**config.mk**
```make
export PLATFORM = sky130hd
export DESIGN_NAME = modem_line_unit
export DESIGN_NICKNAME = d
export VERILOG_FILES = /design/src/rtl/mlu_pkg.sv /design/src/rtl/mlu_ctrl.sv /design/src/rtl/mlu_datapath.sv /design/src/rtl/modem_line_unit.sv
export SDC_FILE = /design/constraint.sdc
export NUM_CORES = 1
export LEC_CHECK = 0
export BUFFER_PORTS_ARGS = -buffer_cell sky130_fd_sc_hd__buf_2
export CORE_MARGIN = 3
export CORE_UTILIZATION = 50
export DETAILED_ROUTE_END_ITERATION = 16
export GPL_ROUTABILITY_DRIVEN = 0
export MAX_ROUTING_LAYER = met4
export PLACE_DENSITY_LB_ADDON = 0.05
export REMOVE_ABC_BUFFERS = 1
export SYNTH_ARGS = -nofsm -noshare
export SYNTH_HDL_FRONTEND = slang
export SYNTH_HIERARCHICAL = 1
export SYNTH_SLANG_ARGS = --single-unit
```
**constraint.sdc**
```tcl
create_clock -name clk -period 1.4 [get_ports clk]
set_clock_uncertainty 0.1 [all_clocks]
set_input_delay 0.14 -clock clk [delete_from_list [all_inputs] [get_ports clk]]
set_output_delay 0.14 -clock clk [all_outputs]
set_load 0.02 [all_outputs]
```
**src/rtl/mlu_pkg.sv**
```systemverilog
`timescale 1ns/1ps
package mlu_pkg;
  localparam int DATA_W  = 8;
  localparam int CTRL_W  = 5;
  localparam int LINES   = 4;
  // control bit positions
  localparam int CB_DTR  = 0;
  localparam int CB_RTS  = 1;
  localparam int CB_AUX  = 2;
  localparam int CB_GATE = 3;
  localparam int CB_LOOP = 4;
  // status line positions (upper nibble order)
  localparam int LN_CTS  = 0;
  localparam int LN_DSR  = 1;
  localparam int LN_RI   = 2;
  localparam int LN_DCD  = 3;

  typedef struct packed {
    logic ctrlWr;
    logic statusRd;
  } mlu_strobe_t;

  typedef enum logic [1:0] {
    SEL_NONE = 2'd0,
    SEL_CTRL = 2'd1,
    SEL_STAT = 2'd2
  } mlu_rdsel_t;
endpackage

```
**src/rtl/mlu_ctrl.sv**
```systemverilog
`timescale 1ns/1ps
module mlu_ctrl
  import mlu_pkg::*;
#(
  parameter int ADDR_W   = 3,
  parameter int CTRL_OFS = 4,
  parameter int STAT_OFS = 6
) (
  input  logic                clk,
  input  logic                rstN,
  input  logic [ADDR_W-1:0]   regAddr,
  input  logic                regWr,
  input  logic                regRd,
  input  logic [CTRL_W-1:0]   ctrlVal,
  input  logic [DATA_W-1:0]   statVal,
  output mlu_strobe_t         strobe,
  output logic [DATA_W-1:0]   regRdata
);
  localparam logic [ADDR_W-1:0] CTRL_A = ADDR_W'(CTRL_OFS);
  localparam logic [ADDR_W-1:0] STAT_A = ADDR_W'(STAT_OFS);

  mlu_rdsel_t rdSel;

  always_comb begin
    if (regAddr == CTRL_A)      rdSel = SEL_CTRL;
    else if (regAddr == STAT_A) rdSel = SEL_STAT;
    else                        rdSel = SEL_NONE;
  end

  always_comb begin
    strobe.ctrlWr   = regWr && (rdSel == SEL_CTRL);
    strobe.statusRd = regRd && (rdSel == SEL_STAT);
  end

  always_comb begin
    unique case (rdSel)
      SEL_CTRL: regRdata = {{(DATA_W-CTRL_W){1'b0}}, ctrlVal};
      SEL_STAT: regRdata = statVal;
      default:  regRdata = '0;
    endcase
  end

  AST_RSVD_READ_ZERO: assert property (@(posedge clk) disable iff (!rstN)
    (regAddr == CTRL_A) |-> (regRdata[DATA_W-1:CTRL_W] == '0));

  AST_UNMAPPED_ZERO: assert property (@(posedge clk) disable iff (!rstN)
    ((regAddr != CTRL_A) && (regAddr != STAT_A)) |-> (regRdata == '0));
endmodule

```
**src/rtl/mlu_datapath.sv**
```systemverilog
`timescale 1ns/1ps
module mlu_datapath
  import mlu_pkg::*;
#(
  parameter int SYNC_STAGES = 2
) (
  input  logic               clk,
  input  logic               rstN,
  input  mlu_strobe_t        strobe,
  input  logic [CTRL_W-1:0]  wdata,
  input  logic               txShiftOut,
  input  logic               rxPin,
  input  logic [LINES-1:0]   linePinsN,
  input  logic               msIntEn,
  output logic [CTRL_W-1:0]  ctrlVal,
  output logic [DATA_W-1:0]  statVal,
  output logic               txPin,
  output logic               rxShiftIn,
  output logic               dtrN,
  output logic               rtsN,
  output logic               auxOutN,
  output logic               irqGateN,
  output logic               modemIrq
);
  logic [CTRL_W-1:0]                  ctrlQ;
  logic [SYNC_STAGES-1:0][LINES-1:0]  syncStage;
  logic [LINES-1:0]                   rawLine;
  logic [LINES-1:0]                   lineNow;
  logic [LINES-1:0]                   linePrev;
  logic [LINES-1:0]                   lineHit;
  logic [LINES-1:0]                   deltaQ;
  logic                               loopOn;

  assign loopOn = ctrlQ[CB_LOOP];

  always_ff @(posedge clk or negedge rstN) begin
    if (!rstN)              ctrlQ <= '0;
    else if (strobe.ctrlWr) ctrlQ <= wdata;
  end

  // line source select: control bits in loopback, inverted pins otherwise
  always_comb begin
    if (loopOn) begin
      rawLine[LN_CTS] = ctrlQ[CB_RTS];
      rawLine[LN_DSR] = ctrlQ[CB_DTR];
      rawLine[LN_RI]  = ctrlQ[CB_AUX];
      rawLine[LN_DCD] = ctrlQ[CB_GATE];
    end else begin
      rawLine = ~linePinsN;
    end
  end

  always_ff @(posedge clk or negedge rstN) begin
    if (!rstN) begin
      syncStage <= '0;
      linePrev  <= '0;
    end else begin
      syncStage[0] <= rawLine;
      for (int s = 1; s < SYNC_STAGES; s++) syncStage[s] <= syncStage[s-1];
      linePrev <= lineNow;
    end
  end

  assign lineNow = syncStage[SYNC_STAGES-1];

  for (genvar b = 0; b < LINES; b++) begin : g_hit
    if (b == LN_RI) begin : g_trail
      assign lineHit[b] = linePrev[b] & ~lineNow[b];
    end else begin : g_any
      assign lineHit[b] = linePrev[b] ^ lineNow[b];
    end
  end

  always_ff @(posedge clk or negedge rstN) begin
    if (!rstN) deltaQ <= '0;
    else       deltaQ <= (strobe.statusRd ? '0 : deltaQ) | lineHit;
  end

  assign ctrlVal   = ctrlQ;
  assign statVal   = {lineNow, deltaQ};
  assign txPin     = loopOn ? 1'b1 : txShiftOut;
  assign rxShiftIn = loopOn ? txShiftOut : rxPin;
  assign dtrN      = loopOn | ~ctrlQ[CB_DTR];
  assign rtsN      = loopOn | ~ctrlQ[CB_RTS];
  assign auxOutN   = loopOn | ~ctrlQ[CB_AUX];
  assign irqGateN  = loopOn | ~ctrlQ[CB_GATE];
  assign modemIrq  = (|deltaQ) & msIntEn & ctrlQ[CB_GATE];

  AST_CTRL_CAPTURE: assert property (@(posedge clk) disable iff (!rstN)
    strobe.ctrlWr |=> (ctrlQ == $past(wdata)));

  AST_DELTA_STICKY: assert property (@(posedge clk) disable iff (!rstN)
    !strobe.statusRd |=> ((deltaQ & $past(deltaQ)) == $past(deltaQ)));

  AST_READ_CLEARS: assert property (@(posedge clk) disable iff (!rstN)
    (strobe.statusRd && (linePrev == lineNow)) |=> (deltaQ == '0));
endmodule

```
**src/rtl/modem_line_unit.sv**
```systemverilog
`timescale 1ns/1ps
module modem_line_unit
  import mlu_pkg::*;
#(
  parameter int ADDR_W      = 3,
  parameter int CTRL_OFS    = 4,
  parameter int STAT_OFS    = 6,
  parameter int SYNC_STAGES = 2
) (
  input  logic              clk,
  input  logic              rstN,
  input  logic [ADDR_W-1:0] regAddr,
  input  logic              regWr,
  input  logic              regRd,
  input  logic [7:0]        regWdata,
  output logic [7:0]        regRdata,
  input  logic              txShiftOut,
  output logic              txPin,
  input  logic              rxPin,
  output logic              rxShiftIn,
  input  logic              ctsN,
  input  logic              dsrN,
  input  logic              dcdN,
  input  logic              riN,
  output logic              rtsN,
  output logic              dtrN,
  output logic              auxOutN,
  output logic              irqGateN,
  input  logic              msIntEn,
  output logic              modemIrq
);
  mlu_strobe_t       strobe;
  logic [CTRL_W-1:0] ctrlVal;
  logic [DATA_W-1:0] statVal;
  logic [LINES-1:0]  linePinsN;
  logic              unusedWdataHi;

  assign unusedWdataHi = ^regWdata[DATA_W-1:CTRL_W];

  always_comb begin
    linePinsN[LN_CTS] = ctsN;
    linePinsN[LN_DSR] = dsrN;
    linePinsN[LN_RI]  = riN;
    linePinsN[LN_DCD] = dcdN;
  end

  mlu_ctrl #(
    .ADDR_W   (ADDR_W),
    .CTRL_OFS (CTRL_OFS),
    .STAT_OFS (STAT_OFS)
  ) u_ctrl (
    .clk      (clk),
    .rstN     (rstN),
    .regAddr  (regAddr),
    .regWr    (regWr),
    .regRd    (regRd),
    .ctrlVal  (ctrlVal),
    .statVal  (statVal),
    .strobe   (strobe),
    .regRdata (regRdata)
  );

  mlu_datapath #(
    .SYNC_STAGES (SYNC_STAGES)
  ) u_dp (
    .clk        (clk),
    .rstN       (rstN),
    .strobe     (strobe),
    .wdata      (regWdata[CTRL_W-1:0]),
    .txShiftOut (txShiftOut),
    .rxPin      (rxPin),
    .linePinsN  (linePinsN),
    .msIntEn    (msIntEn),
    .ctrlVal    (ctrlVal),
    .statVal    (statVal),
    .txPin      (txPin),
    .rxShiftIn  (rxShiftIn),
    .dtrN       (dtrN),
    .rtsN       (rtsN),
    .auxOutN    (auxOutN),
    .irqGateN   (irqGateN),
    .modemIrq   (modemIrq)
  );

  AST_IRQ_NEEDS_GATE: assert property (@(posedge clk) disable iff (!rstN)
    (modemIrq && !ctrlVal[CB_LOOP]) |-> !irqGateN);

  AST_LOOP_PINS_IDLE: assert property (@(posedge clk) disable iff (!rstN)
    ctrlVal[CB_LOOP] |-> (txPin && rtsN && dtrN && auxOutN && irqGateN));
endmodule

```
==> results of run 1 <==
[repair_timing]
| action | CTS | global route |
|---|---|---|
| hold endpoints to repair | 30 | 0 |
| resized for setup | 14 | 8 |
| buffers inserted | 3 | 2 |
| hold buffers | 10 | 0 |
| endpoints found under the setup margin | 4 | 9 |
[Yosys cell counts]
| cell type | n |
|---|---|
| o21ai_0 | 4 |
| and3_1 | 4 |
| nor2b_4 | 1 |
| o21ai_1 | 3 |
| mux2i_1 | 6 |
| nand2b_4 | 1 |
| nor2_1 | 5 |
| nand2_1 | 5 |
| buf_4 | 4 |
| buf_6 | 2 |
| inv_1 | 6 |
| nor3b_2 | 1 |
| or2_2 | 1 |
| o22ai_1 | 1 |
| nand2b_1 | 4 |
| a41oi_1 | 1 |
| dfrtp_1 | 21 |
| mux2_1 | 5 |
| xnor2_1 | 3 |
[stage by stage]
| stage | area (um2) | setup TNS [ns] | setup WS [ns] |
|---|---|---|---|
| after floorplan | 875 | 0 | 0.203 |
| after global placement | 1090 | 0 | 0.0975 |
| after detailed placement | 1090 | 0 | 0.0762 |
| after CTS | 1290 | -0.173 | -0.0613 |
| after global routing | 1330 | -0.525 | -0.124 |
| final | 1330 | -0.209 | -0.0821 |
[final cells by class]
class	count	share of cell area
Clock buffer	3	0.0169
Multi-Input combinational cell	45	0.267
Timing Repair Buffer	51	0.275
Sequential cell	21	0.398
Tap cell	24	0.0225
Inverter	6	0.0169
Clock inverter	1	0.00376
[cell families after synthesis]
kind of cell	count (synthesis)	synth area share
AND/OR/NAND/NOR	22	0.144
AO/OA/AOI/OAI	9	0.0540
flip-flops	21	0.567
multiplexers	11	0.126
XOR/XNOR	3	0.0283
buffers and inverters	12	0.0810
[worst min-delay path by stage]
stage                 endpoint  slack (ns)  depth (start not counted)
2_1_floorplan  u_dp/ctrlVal[0]       -0.26                          0
3_3_place_gp   u_dp/lineNow[0]        0.01                          1
3_5_place_dp   u_dp/lineNow[0]        0.02                          1
4_1_cts         u_dp/deltaQ[3]        0.14                          3
5_1_grt         u_dp/deltaQ[0]        0.13                          3
6_report        u_dp/deltaQ[1]        0.14                          3
[critical path: stages (launching register included)]
cell and delay [ns]:
dfrtp_2 0.48, mux2_4 0.32, buf_6 0.13
[sequential cells by signal, indices dropped and copies added, names as in the netlist]
register	flops
u_dp/ctrlVal	5
u_dp/deltaQ	4
u_dp/lineNow	4
u_dp/linePrev	4
u_dp/syncStage	4
[report_power, final]
part / internal (mW) / total, mW / switching, mW
clock network: 0.107 / 0.296 / 0.189
logic: 0.302 / 0.546 / 0.244
registers: 0.744 / 0.842 / 0.0980
total: 1.15 / 1.68 / 0.531
[per-layer routing]
| layer | wire, um | share of wire | GRT usage | vias up |
|---|---|---|---|---|
| li1 | - | - | - | 353 |
| met1 | 893 | 0.42 | 0.208 | 352 |
| met2 | 1060 | 0.50 | 0.306 | 27 |
| met3 | 131 | 0.062 | 0.0550 | 5 |
| met4 | 37 | 0.017 | 0.0569 | 0 |
| met5 | 0 | 0 | - | - |
[cell usage in the layout, fill, tap and decap left out, types with 3 or more instances in the layout]
| cell type | n |
|---|---|
| xnor2_1 | 3 |
| nor2_1 | 5 |
| dfrtp_1 | 17 |
| nand2_1 | 5 |
| clkbuf_4 | 3 |
| buf_2 | 27 |
| inv_1 | 6 |
| and3_1 | 4 |
| buf_4 | 7 |
| o21ai_0 | 4 |
| o21ai_1 | 3 |
| dlygate4sd3_1 | 10 |
| nand2b_4 | 4 |
| buf_6 | 7 |
| mux2i_1 | 6 |
| dfrtp_2 | 4 |
| mux2_1 | 4 |
==> results.toml, run 1 <==
[detailed_routing]
vias = 737
wire_per_inst_um = 14.0
wl_mm = 2.12
drcViolationCount = 0
drtAntennaViolNets = 0
dr.first_iter.drc_count = 14
dr.pass1.iters = 4
drt-vias-per-instance = 4.88

[clocking]
cts-root-buf = "clkbuf_4"
cts_buffer_depth = 2
clkTransAtPathRegs_ns = 0.12
htreeDepth = 1
clkLatencyLatePin_ns = 0.31
cts_tree = "yes"
cts.sinks = 21
numCtsBuffers = 3

[power]
ir_drop_uv = 856
finalPower_mw = 1.68
powerDensity_nw_per_um2 = 1260
leakage_nw = 0.698

[grt]
grt_max_degree = 22
track_usage = 0.183
grt_pass1_wl_mm = 3.32
antenna_found_initial = 0
grt.overflow.total = 0
grt_pass1_vias = 766

[floorplan]
coreArea_um2 = 1630
chipHeight_um = 49.1
die_area_um2 = 2410
io_pins = 37
initial_utilization = 0.569
die_x_um = 49.1
fp-row-count = 14

[critical_path]
regToRegSetupSlack_ns = 0.16
start_kind = "flop"
worstReg2RegStart = "u_dp/ctrlVal[4]"
worstSetupPathType = "reg2out"
critPathRequiredTime_ns = 1.16
end_kind = "primary output"
cp-endpoint = "rxShiftIn"
cp.arrival_ns = 1.24
crit_fanout = 6
setup.worst_path.start = "u_dp/ctrlVal[4]"
r2r_end = "u_dp/ctrlVal[4]"
rr_worst_depth = 3

[yosys]
synth_top_area_frac = 0.567
synth_area_leaders = "dfrtp_1 (57%), mux2i_1 (6.5%), mux2_1 (6.1%)"
syn_inst = 78
synth_warnings = 6
ys_seq_area_frac = 0.567
synth-seq-cells = 21
synth_area_um2 = 927
syn_avg_cell_area_um2 = 11.9
synthDistinctLibCells = 19
yosysTopAreaCell = "dfrtp_1"

[final_layout]
drive_gt1_frac = 0.449
multiInputGateArea_um2 = 355
antennaDiodeCount = 0
syn_to_final_growth_pct = 43.7
layout.nets = 150
fillers = 93
post-route-util = 0.818
fin_cells = 151
seqCellArea_um2 = 531

[min_path]
hold_path_class = "in2reg"
hp-start = "regRd"

[timing]
hold_viol_final = 0
layout_setup_ws_ns = -0.0821
slew_viol_final = 0
post-route-min-period_ns = 1.48
fmax_ghz = 0.675
slew-limit-headroom = 0.702
worst_slew_pin_slew_ns = 0.448
hold_ws_ns = 0.136
fin_crit_sh = 1.06
setup_violations = 6
rsz0062_at_grt = "true"

[place]
dp_cells = 132
port_buffers = 33
dp_hpwl_mm = 1.26

[job]
maxCapViolations = 0

[status]
outcome = "finished, violations left"
violations = "negative setup slack"
Power figures use the tool's default switching activity.
==> run 2: changes to the inputs <==
--- a/config.mk
+++ b/config.mk
@@ -5,9 +5,11 @@
 export SDC_FILE = /design/constraint.sdc
 export NUM_CORES = 1
 export LEC_CHECK = 0
+export ABC_AREA = 1
 export BUFFER_PORTS_ARGS = -buffer_cell sky130_fd_sc_hd__buf_2
 export CORE_MARGIN = 3
 export CORE_UTILIZATION = 50
+export CTS_CLUSTER_DIAMETER = 120
 export DETAILED_ROUTE_END_ITERATION = 16
 export GPL_ROUTABILITY_DRIVEN = 0
 export MAX_ROUTING_LAYER = met4
==> run 2 against run 1 <==
The run now ends clean. Die area rose by 3.7%. Register-to-register slack improved by 0.30 ns. Count of clock-buffer cells in the layout did not move. Hold slack improved by 0.035 ns. Global-route usage fell by 0.84 points. Via count rose by 15%. Combinational power fell by 31%. Sequential share of layout area rose by 2.0 points. Synthesized area rose by 4.2%. Non-clock buffer count fell by 5. Cell area fell by 5.2%.
==> results.toml, run 2 <==
[timing]
slew-limit-headroom = 0.705
rsz0062_at_grt = "true"
setup_violations = 0
hold_viol_final = 0
worst_slew_pin_slew_ns = 0.443
slew_viol_final = 0
post-route-min-period_ns = 1.36
fmax_ghz = 0.737
fin_crit_sh = 0.970
fin_setup_tns_ns = 0

[yosys]
synth_commonest_cells = "nand2_1 (33), dfrtp_1 (21), inv_1 (19)"
synth_area_leaders = "dfrtp_1 (54%), nand2_1 (13%), inv_1 (7.4%)"
ys_seq_area_frac = 0.544
syn_inst = 114
synth-seq-cells = 21
synth.most_common_cell = "nand2_1"
yosysTopAreaCell = "dfrtp_1"
synth-edff-count = 0
ys_async_sr_fraction = 1.00
synth_area_um2 = 966
synth_top_area_frac = 0.544
synthDistinctLibCells = 14
syn_avg_cell_area_um2 = 8.47
synth_flop_cell = "dfrtp_1"
synth_warnings = 6

[detailed_routing]
drcViolationCount = 0
wire_per_inst_um = 10.3
dr.first_iter.drc_count = 24
drt-vias-per-instance = 4.65
vias = 847
dr.pass1.iters = 4
drtAntennaViolNets = 0
wl_mm = 1.88

[floorplan]
die_area_um2 = 2500
chipHeight_um = 50.0
coreArea_um2 = 1780
io_pins = 37
die_x_um = 50.0
fp-row-count = 15
initial_utilization = 0.542

[min_path]
hold_end = "u_dp/deltaQ[2]"
hp-start = "regRd"
hold_depth = 6
hold_path_class = "in2reg"

[grt]
track_usage = 0.174
antenna_found_initial = 0
grt_max_degree = 22
grt.overflow.total = 0
grt_pass1_wl_mm = 3.26
grt_pass1_vias = 785

[clocking]
clkLatencyLatePin_ns = 0.29
htreeDepth = 1
cts_buffer_depth = 2
cts.sinks = 21
cts_tree = "yes"
cts-root-buf = "clkbuf_4"
clkTransAtPathRegs_ns = 0.11
numCtsBuffers = 3

[critical_path]
rr_worst_depth = 2
cp.arrival_ns = 1.12
worstReg2RegStart = "u_dp/ctrlVal[4]"
worstSetupPathType = "reg2out"
regToRegSetupSlack_ns = 0.46
end_kind = "primary output"
critPathRequiredTime_ns = 1.16
start_kind = "flop"
r2r_end = "u_dp/syncStage[0]"
crit_fanout = 6

[status]
outcome = "finished, final reports clean"

[place]
port_buffers = 33
dp_hpwl_mm = 1.33

[final_layout]
layout.nets = 180
drive_gt1_frac = 0.287
antennaDiodeCount = 0
layout_common_cells = "nand2_1 (33), buf_2 (32), dfrtp_1 (19), inv_1 (18)"
largest_reg_flops = 5
syn_to_final_growth_pct = 30.8
post-route-util = 0.709
fillers = 146
final_common_cell = "nand2_1"

[job]
maxCapViolations = 0

[power]
leakage_nw = 0.681
finalPower_mw = 1.48
ir_drop_uv = 737
powerDensity_nw_per_um2 = 1170
-- run 2: worst max-delay path, cell delays in order, from the launching register on --
cell and delay, ns:
dfrtp_2 0.46, or2_1 0.23, buf_6 0.13
-- run 2: cells by family (layout without fill, tap and decap cells) --
logic type | count (synthesis) | after routing | share of synthesized area
AND/OR/NAND/NOR | 56 | 56 | 0.266
flip-flops | 21 | 21 | 0.544
buffers and inverters | 26 | 69 | 0.133
AO/OA/AOI/OAI | 11 | 11 | 0.0570
-- run 2: repair_timing --
action,in CTS,in global routing
endpoints found under the setup margin,7,3
endpoints found under the hold margin,30,0
hold buffers,10,0
buffers inserted,1,0
pin swaps,0,1
resized for setup,2,3
-- run 2: worst max-delay path by stage --
stage / startpoint / endpoint / slack (ns) / cells after the start
finish: u_dp/ctrlVal[4] / txPin / 0.04 / 2
global route: u_dp/ctrlVal[4] / txPin / -0.02 / 2
CTS: u_dp/ctrlVal[4] / txPin / 0.004 / 2
detailed placement: u_dp/ctrlVal[4] / rxShiftIn / 0.26 / 4
global placement: u_dp/ctrlVal[4] / rxShiftIn / 0.28 / 4
floorplan: u_dp/ctrlVal[4] / rxShiftIn / 0.36 / 3
-- run 2: through the flow --
step	hold slack [ns]	worst slack (ns)	cell area [um2]	cells
2_1_floorplan	-0.256	0.361	908	107
3_3_place_gp	0.0103	0.276	1120	167
3_5_place_dp	0.0175	0.256	1120	167
4_1_cts	0.161	0.00414	1260	182
5_1_grt	0.208	-0.0204	1260	182
6_report	0.171	0.0424	1260	182
-- run 2: cell type report --
cell class	count	area, um2	share of cell area
sequential	21	528	0.418
multi-input combinational	67	312	0.247
timing repair buffer	46	294	0.233
inverter	19	71.3	0.0564
tap	25	31.3	0.0248
clock buffer	3	22.5	0.0178
clock inverter	1	5.00	0.00396
-- run 2: power by group --
group	internal, mW	leakage [nW]	total, mW	switching (mW)
logic	0.157	0.423	0.376	0.219
clock network	0.106	0.0177	0.279	0.173
registers	0.733	0.240	0.828	0.0951
-- run 2: layer usage --
metal / share of wire / track usage / wire length, um / up-vias
met1: 0.44 / 0.204 / 828 / 383
met2: 0.49 / 0.306 / 927 / 27
li1: - / - / - / 437
met3: 0.067 / 0.0332 / 127 / 0
met4: 0 / 0.0415 / 0 / 0
met5: 0 / - / 0 / -
==> run 3: changes to the inputs <==
--- a/config.mk
+++ b/config.mk
@@ -8,7 +8,7 @@
 export ABC_AREA = 1
 export BUFFER_PORTS_ARGS = -buffer_cell sky130_fd_sc_hd__buf_2
 export CORE_MARGIN = 3
-export CORE_UTILIZATION = 50
+export CORE_UTILIZATION = 42
 export CTS_CLUSTER_DIAMETER = 120
 export DETAILED_ROUTE_END_ITERATION = 16
 export GPL_ROUTABILITY_DRIVEN = 0
==> constraint.sdc (replaced) <==
create_clock -name clk -period 1.15 [get_ports clk]
set_clock_uncertainty 0.1 [all_clocks]
set_input_delay 0.115 -clock clk [delete_from_list [all_inputs] [get_ports clk]]
set_output_delay 0.115 -clock clk [all_outputs]
set_load 0.02 [all_outputs]
==> run 3 against run 2 <==
The flow now finishes with violations (negative setup slack). Cell count grew 4.9%. Hold slack worse by 0.022 ns. Via count grew 4.6%. Routed wire length rose by 12%. Count of clock-buffer cells in the layout stayed put. Non-clock buffer count increased by 7.
==> results.toml, run 3 (synthesis gave the netlist of run 2 again) <==
[floorplan]
die_x_um = 54.0
fp-row-count = 16
initial_utilization = 0.468
coreArea_um2 = 2060
die_area_um2 = 2910
chipHeight_um = 54.0
io_pins = 37

[detailed_routing]
drcViolationCount = 0
dr.pass1.iters = 4
vias = 886
drt-vias-per-instance = 4.64
drtAntennaViolNets = 0
wire_per_inst_um = 11.0
dr.first_iter.drc_count = 9
wl_mm = 2.11

[clocking]
numCtsBuffers = 3
clkLatencyLatePin_ns = 0.30
clkTransAtPathRegs_ns = 0.12
cts_tree = "yes"
cts.sinks = 21
cts-root-buf = "clkbuf_4"
cts_buffer_depth = 2
htreeDepth = 1

[final_layout]
antennaDiodeCount = 0
final_common_cell = "nand2_1"
layout.nets = 187
largest_reg_flops = 5
post-route-util = 0.700
syn_to_final_growth_pct = 49.5
fin_cells = 191
layout_common_cells = "nand2_1 (26), buf_2 (19), dfrtp_1 (19), inv_1 (18), buf_4 (13)"
drive_gt1_frac = 0.390

[grt]
grt_max_degree = 22
antenna_found_initial = 0
track_usage = 0.172
grt_pass1_wl_mm = 3.59
grt_pass1_vias = 836
grt.overflow.total = 0

[critical_path]
crit_fanout = 6
end_kind = "primary output"
worstSetupPathType = "reg2out"
crit_chain = "or2_1 > buf_6"
slowest_stage = "dfrtp_2"
cp_slowest_stage_delay_ns = 0.47
start_kind = "flop"
critPathRequiredTime_ns = 0.94
cp.arrival_ns = 1.14

[place]
dp_cells = 171
pre_cts_slack_ns = 0.0544
port_buffers = 33
dp_hpwl_mm = 1.53

[power]
leakage_nw = 0.738
ir_drop_uv = 926
finalPower_mw = 2.01
powerDensity_nw_per_um2 = 1390

[timing]
layout_setup_ws_ns = -0.205
slew_viol_final = 0
setup_violations = 14
slew-limit-headroom = 0.704
rsz0062_at_grt = "true"
fin_setup_tns_ns = -1.59
hold_viol_final = 0
worst_slew_pin_slew_ns = 0.444
fin_crit_sh = 1.18
post-route-min-period_ns = 1.36
fmax_ghz = 0.738

[status]
outcome = "finished, violations left"
violations = "negative setup slack"

[min_path]
hold_path_class = "in2reg"

[job]
maxCapViolations = 0
-- run 3: worst paths after layout --
check | from | end | slack [ns] | cells after the start
worst max-delay path | u_dp/ctrlVal[4] | txPin | -0.21 | 2
worst min-delay path | regRd | u_dp/deltaQ[2] | 0.15 | 6
worst max register to register | u_dp/ctrlVal[4] | u_dp/syncStage[0] | 0.15 | 2
worst min register to register | u_dp/syncStage[2] | u_dp/lineNow[2] | 0.26 | 0
max in group asynchronous | rstN | u_dp/ctrlVal[4] | 0.44 | 2
min in group asynchronous | rstN | u_dp/deltaQ[3] | 0.17 | 2
-- run 3: layout make-up --
class / instances / area, um2
Fill cell: 171 / 618
Sequential cell: 21 / 528
Timing Repair Buffer: 53 / 425
Multi-Input combinational cell: 67 / 353
Inverter: 19 / 73.8
Tap cell: 27 / 33.8
Clock buffer: 3 / 22.5
Clock inverter: 1 / 7.51
-- run 3: metal layers --
| layer | vias up | global-route usage | routed length, um |
|---|---|---|---|
| met1 | 404 | 0.219 | 926 |
| li1 | 455 | - | - |
| met5 | - | - | 0 |
| met2 | 27 | 0.288 | 1040 |
| met4 | 0 | 0.0383 | 0 |
| met3 | 0 | 0.0249 | 140 |
-- run 3: stage by stage --
step | hold WS, ns | area, um2
after floorplan | -0.281 | 908
after global placement | -0.0121 | 1150
after detailed placement | -0.0140 | 1150
after CTS | 0.139 | 1370
after global routing | 0.161 | 1440
final | 0.149 | 1440
-- run 3: report_power, final --
| part | total [mW] | leakage [nW] | switching, mW | internal [mW] |
|---|---|---|---|---|
| logic | 0.649 | 0.484 | 0.327 | 0.322 |
| clock network | 0.351 | 0.0139 | 0.219 | 0.132 |
| registers | 1.01 | 0.240 | 0.119 | 0.892 |
-- run 3: repair_timing --
action | in CTS | in global routing
pin swaps | 14 | 3
setup buffers | 5 | 1
hold buffers | 10 | 0
endpoints found under the setup margin | 15 | 15
hold endpoints to repair | 30 | 0
resized for setup | 18 | 23
-- run 3: critical path: cells and delay by family, from the launching register on --
kind	cells	cell delay, ns
buffers and inverters	1	0.13
and+or+nand+nor	1	0.24
DFF	1	0.47
